### src/rtl/regcmd_pkg.sv
package regcmd_pkg;

  localparam logic [15:0] CMD_RD   = 16'h0001;
  localparam logic [15:0] CMD_WR   = 16'h0002;
  localparam logic [15:0] CMD_MEM  = 16'h0006;
  localparam logic [15:0] CMD_POLL = 16'h0008;

  localparam int FWD_CNT_W = 3;
  localparam logic [FWD_CNT_W-1:0] MEM_ARGS  = 3'd4;
  localparam logic [FWD_CNT_W-1:0] POLL_ARGS = 3'd2;

  localparam logic [15:0] ADDR_IDA0 = 16'h10B0;
  localparam logic [15:0] ADDR_IDB  = 16'h10B8;
  localparam logic [15:0] ADDR_IDA1 = 16'h10BC;
  localparam logic [15:0] ADDR_CAP  = 16'h1078;
  localparam logic [15:0] ADDR_UR0  = 16'h10B4;
  localparam logic [15:0] ADDR_UR1  = 16'h1074;
  localparam logic [15:0] ADDR_UR2  = 16'h107C;
  localparam logic [15:0] ADDR_CNT0 = 16'h10C0;

  localparam logic [31:0] ID_VAL_A = 32'h1234_5678;
  localparam logic [31:0] ID_VAL_B = 32'h8765_4321;

  typedef enum logic [2:0] {
    ST_IDLE,
    ST_RD_ADDR,
    ST_WR_ADDR,
    ST_WR_DHI,
    ST_WR_DLO,
    ST_FWD
  } parse_st_e;

  // Byte lane for response beat idx: upper half first, each half low byte first
  function automatic logic [7:0] lane_byte(input logic [31:0] d, input logic [1:0] idx);
    logic [7:0] b;
    case (idx)
      2'd0:    b = d[23:16];
      2'd1:    b = d[31:24];
      2'd2:    b = d[7:0];
      default: b = d[15:8];
    endcase
    return b;
  endfunction

endpackage

### src/rtl/regcmd_word_asm.sv
module regcmd_word_asm (
  input  logic        clk,
  input  logic        rst_n,
  input  logic        in_valid,
  input  logic [7:0]  in_byte,
  output logic        word_vld,
  output logic [15:0] word
);

  logic        phase_q, phase_d;
  logic [7:0]  lo_q, lo_d;
  logic        vld_q, vld_d;
  logic [15:0] word_q, word_d;

  always_comb begin
    phase_d = phase_q;
    lo_d    = lo_q;
    word_d  = word_q;
    vld_d   = 1'b0;
    if (in_valid) begin
      if (!phase_q) begin
        lo_d    = in_byte;
        phase_d = 1'b1;
      end else begin
        word_d  = {in_byte, lo_q};
        vld_d   = 1'b1;
        phase_d = 1'b0;
      end
    end
  end

  always_ff @(posedge clk or negedge rst_n) begin
    if (!rst_n) begin
      phase_q <= 1'b0;
      lo_q    <= '0;
      vld_q   <= 1'b0;
      word_q  <= '0;
    end else begin
      phase_q <= phase_d;
      lo_q    <= lo_d;
      vld_q   <= vld_d;
      word_q  <= word_d;
    end
  end

  assign word_vld = vld_q;
  assign word     = word_q;

  AST_WORD_AFTER_BYTE: assert property (@(posedge clk) disable iff (!rst_n)
    vld_q |-> $past(in_valid));

endmodule

### src/rtl/regcmd_parser.sv
module regcmd_parser
  import regcmd_pkg::*;
(
  input  logic        clk,
  input  logic        rst_n,
  input  logic        word_vld,
  input  logic [15:0] word,
  output logic        rd_en,
  output logic [15:0] rd_addr,
  output logic        wr_en,
  output logic [15:0] wr_addr,
  output logic [31:0] wr_data,
  output logic        err,
  output logic        fwd_start,
  output logic [15:0] fwd_id,
  output logic        fwd_word_vld,
  output logic [15:0] fwd_word
);

  parse_st_e            state_q, state_d;
  logic [15:0]          addr_q, addr_d;
  logic [15:0]          hi_q, hi_d;
  logic [FWD_CNT_W-1:0] left_q, left_d;
  logic                 err_q, err_d;
  logic                 fs_q, fs_d;
  logic [15:0]          fid_q, fid_d;
  logic                 fwv_q, fwv_d;
  logic [15:0]          fw_q, fw_d;

  always_comb begin
    state_d = state_q;
    addr_d  = addr_q;
    hi_d    = hi_q;
    left_d  = left_q;
    err_d   = 1'b0;
    fs_d    = 1'b0;
    fid_d   = fid_q;
    fwv_d   = 1'b0;
    fw_d    = fw_q;
    rd_en   = 1'b0;
    wr_en   = 1'b0;
    if (word_vld) begin
      case (state_q)
        ST_IDLE: begin
          case (word)
            CMD_RD: state_d = ST_RD_ADDR;
            CMD_WR: state_d = ST_WR_ADDR;
            CMD_MEM: begin
              fs_d    = 1'b1;
              fid_d   = word;
              left_d  = MEM_ARGS;
              state_d = ST_FWD;
            end
            CMD_POLL: begin
              fs_d    = 1'b1;
              fid_d   = word;
              left_d  = POLL_ARGS;
              state_d = ST_FWD;
            end
            default: err_d = 1'b1;
          endcase
        end
        ST_RD_ADDR: begin
          rd_en   = 1'b1;
          state_d = ST_IDLE;
        end
        ST_WR_ADDR: begin
          addr_d  = word;
          state_d = ST_WR_DHI;
        end
        ST_WR_DHI: begin
          hi_d    = word;
          state_d = ST_WR_DLO;
        end
        ST_WR_DLO: begin
          wr_en   = 1'b1;
          state_d = ST_IDLE;
        end
        ST_FWD: begin
          fwv_d  = 1'b1;
          fw_d   = word;
          left_d = left_q - 1'b1;
          if (left_q == 1) state_d = ST_IDLE;
        end
        default: state_d = ST_IDLE;
      endcase
    end
  end

  always_ff @(posedge clk or negedge rst_n) begin
    if (!rst_n) begin
      state_q <= ST_IDLE;
      addr_q  <= '0;
      hi_q    <= '0;
      left_q  <= '0;
      err_q   <= 1'b0;
      fs_q    <= 1'b0;
      fid_q   <= '0;
      fwv_q   <= 1'b0;
      fw_q    <= '0;
    end else begin
      state_q <= state_d;
      addr_q  <= addr_d;
      hi_q    <= hi_d;
      left_q  <= left_d;
      err_q   <= err_d;
      fs_q    <= fs_d;
      fid_q   <= fid_d;
      fwv_q   <= fwv_d;
      fw_q    <= fw_d;
    end
  end

  assign rd_addr      = word;
  assign wr_addr      = addr_q;
  assign wr_data      = {hi_q, word};
  assign err          = err_q;
  assign fwd_start    = fs_q;
  assign fwd_id       = fid_q;
  assign fwd_word_vld = fwv_q;
  assign fwd_word     = fw_q;

  AST_ERR_BACK_IDLE: assert property (@(posedge clk) disable iff (!rst_n)
    err_q |-> state_q == ST_IDLE);
  AST_FWD_START_ARGS: assert property (@(posedge clk) disable iff (!rst_n)
    fs_q |-> state_q == ST_FWD && left_q != 0);
  AST_RW_EXCLUSIVE: assert property (@(posedge clk) disable iff (!rst_n)
    !(rd_en && wr_en));

endmodule

### src/rtl/regcmd_edge_counter.sv
module regcmd_edge_counter #(
  parameter int CNT_W = 32
) (
  input  logic             clk,
  input  logic             rst_n,
  input  logic             ch_async,
  input  logic             clr,
  output logic [CNT_W-1:0] cnt
);

  logic             s1_q, s2_q, s3_q;
  logic             rise;
  logic [CNT_W-1:0] cnt_q, cnt_d;

  assign rise = s2_q & ~s3_q;

  always_comb begin
    if (clr) cnt_d = CNT_W'(rise);
    else     cnt_d = cnt_q + CNT_W'(rise);
  end

  always_ff @(posedge clk or negedge rst_n) begin
    if (!rst_n) begin
      s1_q  <= 1'b0;
      s2_q  <= 1'b0;
      s3_q  <= 1'b0;
      cnt_q <= '0;
    end else begin
      s1_q  <= ch_async;
      s2_q  <= s1_q;
      s3_q  <= s2_q;
      cnt_q <= cnt_d;
    end
  end

  assign cnt = cnt_q;

  AST_CLR_TO_ZERO: assert property (@(posedge clk) disable iff (!rst_n)
    clr && !rise |=> cnt_q == '0);
  AST_CLR_WITH_EDGE: assert property (@(posedge clk) disable iff (!rst_n)
    clr && rise |=> cnt_q == CNT_W'(1));
  AST_HOLD_NO_EDGE: assert property (@(posedge clk) disable iff (!rst_n)
    !clr && !rise |=> $stable(cnt_q));

endmodule

### src/rtl/regcmd_regfile.sv
module regcmd_regfile
  import regcmd_pkg::*;
#(
  parameter int NCH   = 4,
  parameter int CNT_W = 32
) (
  input  logic           clk,
  input  logic           rst_n,
  input  logic [NCH-1:0] ch_in,
  input  logic [31:0]    cap_size,
  input  logic           rd_en,
  input  logic [15:0]    rd_addr,
  input  logic           wr_en,
  input  logic [15:0]    wr_addr,
  input  logic [31:0]    wr_data,
  output logic [31:0]    rdata,
  output logic [31:0]    ur0,
  output logic [31:0]    ur1,
  output logic [31:0]    ur2
);

  localparam int ADDR_STEP = 4;

  logic [CNT_W-1:0] cnt [NCH];
  logic [NCH-1:0]   clr;
  logic [31:0]      ur0_q, ur0_d, ur1_q, ur1_d, ur2_q, ur2_d;
  logic             we0, we1, we2;

  for (genvar g = 0; g < NCH; g++) begin : g_cnt
    regcmd_edge_counter #(.CNT_W(CNT_W)) u_cnt (
      .clk      (clk),
      .rst_n    (rst_n),
      .ch_async (ch_in[g]),
      .clr      (clr[g]),
      .cnt      (cnt[g])
    );
  end

  always_comb begin
    rdata = '0;
    clr   = '0;
    case (rd_addr)
      ADDR_IDA0, ADDR_IDA1: rdata = ID_VAL_A;
      ADDR_IDB:             rdata = ID_VAL_B;
      ADDR_CAP:             rdata = cap_size;
      ADDR_UR0:             rdata = ur0_q;
      ADDR_UR1:             rdata = ur1_q;
      ADDR_UR2:             rdata = ur2_q;
      default:              rdata = '0;
    endcase
    for (int i = 0; i < NCH; i++) begin
      if (rd_addr == ADDR_CNT0 + 16'(ADDR_STEP * i)) begin
        rdata  = 32'(cnt[i]);
        clr[i] = rd_en;
      end
    end
  end

  assign we0 = wr_en && (wr_addr == ADDR_UR0);
  assign we1 = wr_en && (wr_addr == ADDR_UR1);
  assign we2 = wr_en && (wr_addr == ADDR_UR2);

  always_comb begin
    ur0_d = we0 ? wr_data : ur0_q;
    ur1_d = we1 ? wr_data : ur1_q;
    ur2_d = we2 ? wr_data : ur2_q;
  end

  always_ff @(posedge clk or negedge rst_n) begin
    if (!rst_n) begin
      ur0_q <= '0;
      ur1_q <= '0;
      ur2_q <= '0;
    end else begin
      ur0_q <= ur0_d;
      ur1_q <= ur1_d;
      ur2_q <= ur2_d;
    end
  end

  assign ur0 = ur0_q;
  assign ur1 = ur1_q;
  assign ur2 = ur2_q;

  AST_UR0_WRITE_LANDS: assert property (@(posedge clk) disable iff (!rst_n)
    we0 |=> ur0_q == $past(wr_data));
  AST_UR_HOLD_NO_WRITE: assert property (@(posedge clk) disable iff (!rst_n)
    !wr_en |=> $stable(ur0_q) && $stable(ur1_q) && $stable(ur2_q));

endmodule

### src/rtl/regcmd_rsp_ser.sv
module regcmd_rsp_ser
  import regcmd_pkg::*;
(
  input  logic        clk,
  input  logic        rst_n,
  input  logic        start,
  input  logic [31:0] data,
  output logic        rsp_valid,
  output logic [7:0]  rsp_byte
);

  logic        busy_q, busy_d;
  logic [1:0]  idx_q, idx_d;
  logic [31:0] data_q, data_d;

  always_comb begin
    busy_d = busy_q;
    idx_d  = idx_q;
    data_d = data_q;
    if (busy_q) begin
      idx_d = idx_q + 2'd1;
      if (idx_q == 2'd3) busy_d = 1'b0;
    end
    if (start) begin
      busy_d = 1'b1;
      idx_d  = 2'd0;
      data_d = data;
    end
  end

  always_ff @(posedge clk or negedge rst_n) begin
    if (!rst_n) begin
      busy_q <= 1'b0;
      idx_q  <= '0;
      data_q <= '0;
    end else begin
      busy_q <= busy_d;
      idx_q  <= idx_d;
      data_q <= data_d;
    end
  end

  assign rsp_valid = busy_q;
  assign rsp_byte  = lane_byte(data_q, idx_q);

  AST_START_NOT_MIDBURST: assert property (@(posedge clk) disable iff (!rst_n)
    start |-> !busy_q || idx_q == 2'd3);
  AST_BURST_CONTINUES: assert property (@(posedge clk) disable iff (!rst_n)
    $rose(busy_q) |=> busy_q);

endmodule

### src/rtl/regcmd_decoder.sv
module regcmd_decoder
  import regcmd_pkg::*;
#(
  parameter int NCH   = 4,
  parameter int CNT_W = 32
) (
  input  logic           clk,
  input  logic           rst_n,
  input  logic           in_valid,
  input  logic [7:0]     in_byte,
  input  logic [NCH-1:0] ch_in,
  input  logic [31:0]    cap_size,
  output logic           rsp_valid,
  output logic [7:0]     rsp_byte,
  output logic           err,
  output logic           fwd_start,
  output logic [15:0]    fwd_id,
  output logic           fwd_word_vld,
  output logic [15:0]    fwd_word,
  output logic [31:0]    user_reg0,
  output logic [31:0]    user_reg1,
  output logic [31:0]    user_reg2
);

  logic        rst_m_q, rst_s_q;
  logic        word_vld;
  logic [15:0] word;
  logic        rd_en, wr_en;
  logic [15:0] rd_addr, wr_addr;
  logic [31:0] wr_data, rdata;

  // Asynchronous assertion, synchronous release
  always_ff @(posedge clk or negedge rst_n) begin
    if (!rst_n) begin
      rst_m_q <= 1'b0;
      rst_s_q <= 1'b0;
    end else begin
      rst_m_q <= 1'b1;
      rst_s_q <= rst_m_q;
    end
  end

  regcmd_word_asm u_asm (
    .clk      (clk),
    .rst_n    (rst_s_q),
    .in_valid (in_valid),
    .in_byte  (in_byte),
    .word_vld (word_vld),
    .word     (word)
  );

  regcmd_parser u_parse (
    .clk          (clk),
    .rst_n        (rst_s_q),
    .word_vld     (word_vld),
    .word         (word),
    .rd_en        (rd_en),
    .rd_addr      (rd_addr),
    .wr_en        (wr_en),
    .wr_addr      (wr_addr),
    .wr_data      (wr_data),
    .err          (err),
    .fwd_start    (fwd_start),
    .fwd_id       (fwd_id),
    .fwd_word_vld (fwd_word_vld),
    .fwd_word     (fwd_word)
  );

  regcmd_regfile #(.NCH(NCH), .CNT_W(CNT_W)) u_rf (
    .clk      (clk),
    .rst_n    (rst_s_q),
    .ch_in    (ch_in),
    .cap_size (cap_size),
    .rd_en    (rd_en),
    .rd_addr  (rd_addr),
    .wr_en    (wr_en),
    .wr_addr  (wr_addr),
    .wr_data  (wr_data),
    .rdata    (rdata),
    .ur0      (user_reg0),
    .ur1      (user_reg1),
    .ur2      (user_reg2)
  );

  regcmd_rsp_ser u_ser (
    .clk       (clk),
    .rst_n     (rst_s_q),
    .start     (rd_en),
    .data      (rdata),
    .rsp_valid (rsp_valid),
    .rsp_byte  (rsp_byte)
  );

  AST_READ_STARTS_RSP: assert property (@(posedge clk) disable iff (!rst_s_q)
    rd_en |=> rsp_valid);
  AST_WRITE_NO_RSP: assert property (@(posedge clk) disable iff (!rst_s_q)
    wr_en && !rsp_valid |=> !rsp_valid);

endmodule

### config.mk
export PLATFORM = sky130hd
export DESIGN_NAME = regcmd_decoder
export DESIGN_NICKNAME = d
export VERILOG_FILES = /design/src/rtl/regcmd_pkg.sv /design/src/rtl/regcmd_word_asm.sv /design/src/rtl/regcmd_parser.sv /design/src/rtl/regcmd_edge_counter.sv /design/src/rtl/regcmd_regfile.sv /design/src/rtl/regcmd_rsp_ser.sv /design/src/rtl/regcmd_decoder.sv
export SDC_FILE = /design/constraint.sdc
export NUM_CORES = 1
export LEC_CHECK = 0
export CORE_ASPECT_RATIO = 1.2
export CORE_MARGIN = 3
export CORE_UTILIZATION = 40
export DETAILED_ROUTE_END_ITERATION = 8
export GPL_ROUTABILITY_DRIVEN = 1
export GPL_TIMING_DRIVEN = 0
export SYNTH_ARGS = -nofsm -noshare
export SYNTH_HDL_FRONTEND = slang
export SYNTH_HIERARCHICAL = 1
export SYNTH_SLANG_ARGS = --single-unit
### constraint.sdc
create_clock -name clk -period 31.9 [get_ports clk]
set_input_delay 3.19 -clock clk [delete_from_list [all_inputs] [get_ports clk]]
set_output_delay 3.19 -clock clk [all_outputs]
set_load 0.02 [all_outputs]
==> run_results.csv <==
group,metric,value,unit
timing,setup_tns,0,ns
timing,tightest_slew,1.22,ns
critical_path,r2r_end,"u_rf/g_cnt[3].u_cnt/cnt[4]",
global_route,grt_pass1_vias,14713,
route,vias,14852,
global_route,grt_overflow,0,
cts,post_cts_buffers,0,
critical_path,cpMaxStageDelayCell,"clkdlybuf4s50_1",
placed_design,dp.cells,2466,
final_layout,final_core_util,50.2,%
logic_synthesis,syn_inst,1663,
placed_design,place_area,21400,µm²
final_layout,fin_nets,1961,
placed_design,globalplace.congestion,0.939,
route,antenna_left,0,
final_layout,antenna_cells,0,
cts,tritoncts,"built",
critical_path,crit_start,"u_ser/idx_q[0]",
critical_path,required,28.71,ns
logic_synthesis,synth_flop_cell,"dfrtp_1",
timing,skew,0.0332,ns
cts,clkTransAtPathRegs,0.06,ns
die,start_util,41.0,%
global_route,grt_pass1_wl,94.0,mm
final_layout,stdcell_area,22700,µm²
logic_synthesis,yosysWarnings,6,
run,maxCapViolCount,0,
critical_path,cp_data_arrival_time,2.64,ns
critical_path,r2r_cells,10,
global_route,antenna_found_initial,1,
timing,drv_slew,0,
die,fp.coreArea,45300,µm²
die,rows,85,
cts,cts.sinks,372,
logic_synthesis,yosysUniqueCellTypes,73,
route,initialDrtViolationCount,1217,
route,wl,62.5,mm
timing,hold_viol,0,
die,die_y,242,µm
logic_synthesis,synth_area_leaders,"dfrtp_1 50%, mux2_2 10%, a21oi_1 2.8%, nand2_1 2.5%, or4_1 2.5%",
logic_synthesis,async_flop_share,100,%
critical_path,critPathLaunchType,"flip-flop",
power,power_density,67.4,nW/µm²
logic_synthesis,syn_area_per_cell,11.2,µm²
cts,htreeDepth,2,
cts,cts_root_buf,"clkbuf_16",
die,die_w,203,µm
critical_path,cp.depth,6,
critical_path,critical_path_class,"flip-flop to primary output",
critical_path,critPathCaptureType,"primary output",
final_layout,final_common_cell,"dfrtp_1",
cts,clock_latency,0.57,ns
critical_path,cpPeakStageDelay,0.56,ns
global_route,grt_max_degree,71,
route,via_per_inst,5.85,
hold_path,hold_path_class,"flip-flop to asynchronous set/reset pin",
die,ios,187,
critical_path,cpLargestDelayFamily,"buffers and inverters",
logic_synthesis,syn_nets,1724,
power,power_leakage,9.68,nW
final_layout,most-common-layout-cells,"371 x dfrtp_1, 186 x clkdlybuf4s50_1, 166 x mux2_2, 126 x nand2_1, 102 x a21oi_1",
timing,slew_headroom,16.8,%
cts,clockBufferDepth,3,
die,die_area,49000,µm²
route,drcViolationCount,0,
logic_synthesis,synth_top_cell_by_area,"dfrtp_1",
timing,period_needed,5.83,ns
global_route,grt_usage,24.9,%
timing,fmax,172,MHz
logic_synthesis,ys_seq_elements,372,
logic_synthesis,synth_top_cell_area_share,50.2,%
final_layout,fin_cells,2537,
route,routedWlPerCell,24.6,µm
timing,setup_viol,0,
placed_design,dp_slack,26.38,ns
critical_path,ff2ff_setup_slack,26.95,ns
timing,worst_slack,26.07,ns
route,first_pass_iters,8,
critical_path,cp_max_fo,8,
critical_path,worstSetupEndpoint,"rsp_byte[5]",
placed_design,dp_hpwl,47.8,mm
outcome,status,"complete, no violations",
final_layout,layout-drive-gt1-share,20.0,%
placed_design,io_buffers,186,
critical_path,r2r-start,"u_asm/word[9]",
logic_synthesis,ys_seq_area_share,50.2,%
cts,cts-buffers-inserted,41,
critical_path,path_cells,"inv_1 > ha_1 > clkbuf_2 > a222oi_1 > a21oi_1 > clkdlybuf4s50_1",
timing,rsz0062_at_grt,"no",
cts,ctsHoldBuffers,0,
cts,postCtsResizedCells,0,
timing,fin_crit_sh,18.3,%
critical_path,crit_buf_inv,3,
power,peakVddDrop,0.0000565,V
logic_synthesis,synth_area,18600,µm²
logic_synthesis,synth_edf_count,0,
final_layout,syn2layout_area_growth,22.5,%
-- cell usage after synthesis (all sizes together) (14+ instances only) --
cell type / n
a21oi: 102
a22o: 19
a22oi: 45
and2: 17
and4: 14
buf: 78
clkbuf: 63
dfrtp: 372
ha: 14
inv: 38
mux2: 204
nand2: 127
nand3: 41
nand4: 15
nor2: 62
nor2b: 25
nor3: 16
nor4: 27
o21ai: 71
o31ai: 52
or3: 25
or4: 67
xnor2: 25
xor2: 14
-- stage by stage --
stage / hold WS (ns) / power [W]
3_5_place_dp: 0.336 / 0.00105
4_1_cts: 0.349 / 0.00154
2_1_floorplan: 0.331 / 0.000909
3_3_place_gp: 0.334 / 0.00103
6_report: 0.332 / 0.00153
5_1_grt: 0.360 / 0.00161
-- sequential cells by signal (all words and copies together) (netlist names), 32 cells and up --
name,count
u_rf/ur0,32
u_ser/data_q,32
u_rf/ur1,32
u_rf/g_cnt.u_cnt/cnt,128
u_rf/ur2,32
-- worst register-to-register path: stages, from the launching register on --
cell,delay [ns]
dfrtp_1,0.54
buf_4,0.22
nor4b_1,0.80
nand3_1,0.43
nor2_1,0.60
clkbuf_1,0.41
and2_1,0.22
clkbuf_1,0.35
clkbuf_1,0.50
clkbuf_1,0.56
nor2_1,0.14
-- power breakdown --
part           leakage (nW)  switching (W)  internal (W)
Combinational          4.36       0.000208      0.000164
Sequential             4.66       0.000134      0.000547
Clock                 0.663       0.000195      0.000284
-- cell type report --
class / instances / area [µm²]
fill: 4139 / 22600
sequential: 372 / 9310
multi-input combinational: 1111 / 8270
timing repair buffer: 194 / 2040
clock buffer: 60 / 1190
buffer: 141 / 840
tap: 609 / 762
clock inverter: 11 / 176
inverter: 39 / 146
-- logic make-up after synthesis --
family / Yosys count / share of synthesized area [%]
multiplexers: 207 / 13.1
flip-flops: 372 / 50.2
adder cells (fa/ha/maj): 14 / 0.944
XOR/XNOR: 39 / 1.84
buffers and inverters: 180 / 5.31
AND/OR/NAND/NOR: 481 / 15.3
AO/OA/AOI/OAI: 369 / 13.3
other: 1 / 0.0202
-- how the worst min path moves through the flow --
stage	to	depth (start not counted)
floorplan	rst_s_q	0
global placement	rst_s_q	0
detailed placement	u_rf/g_cnt[1].u_cnt/s2_q	0
CTS	u_parse/fwd_word_vld	1
global route	u_rf/g_cnt[1].u_cnt/s2_q	0
finish	u_parse/fwd_word_vld	1
-- routing by layer --
metal / global-route usage, % / wire [µm] / up-vias
li1: - / - / 6614
met1: 31.6 / 25200 / 7580
met3: 3.75 / 3560 / 115
met5: 0 / 8 / -
met4: 9.15 / 2450 / 2
met2: 43.2 / 31200 / 541
(Power assumes the default switching activity.)
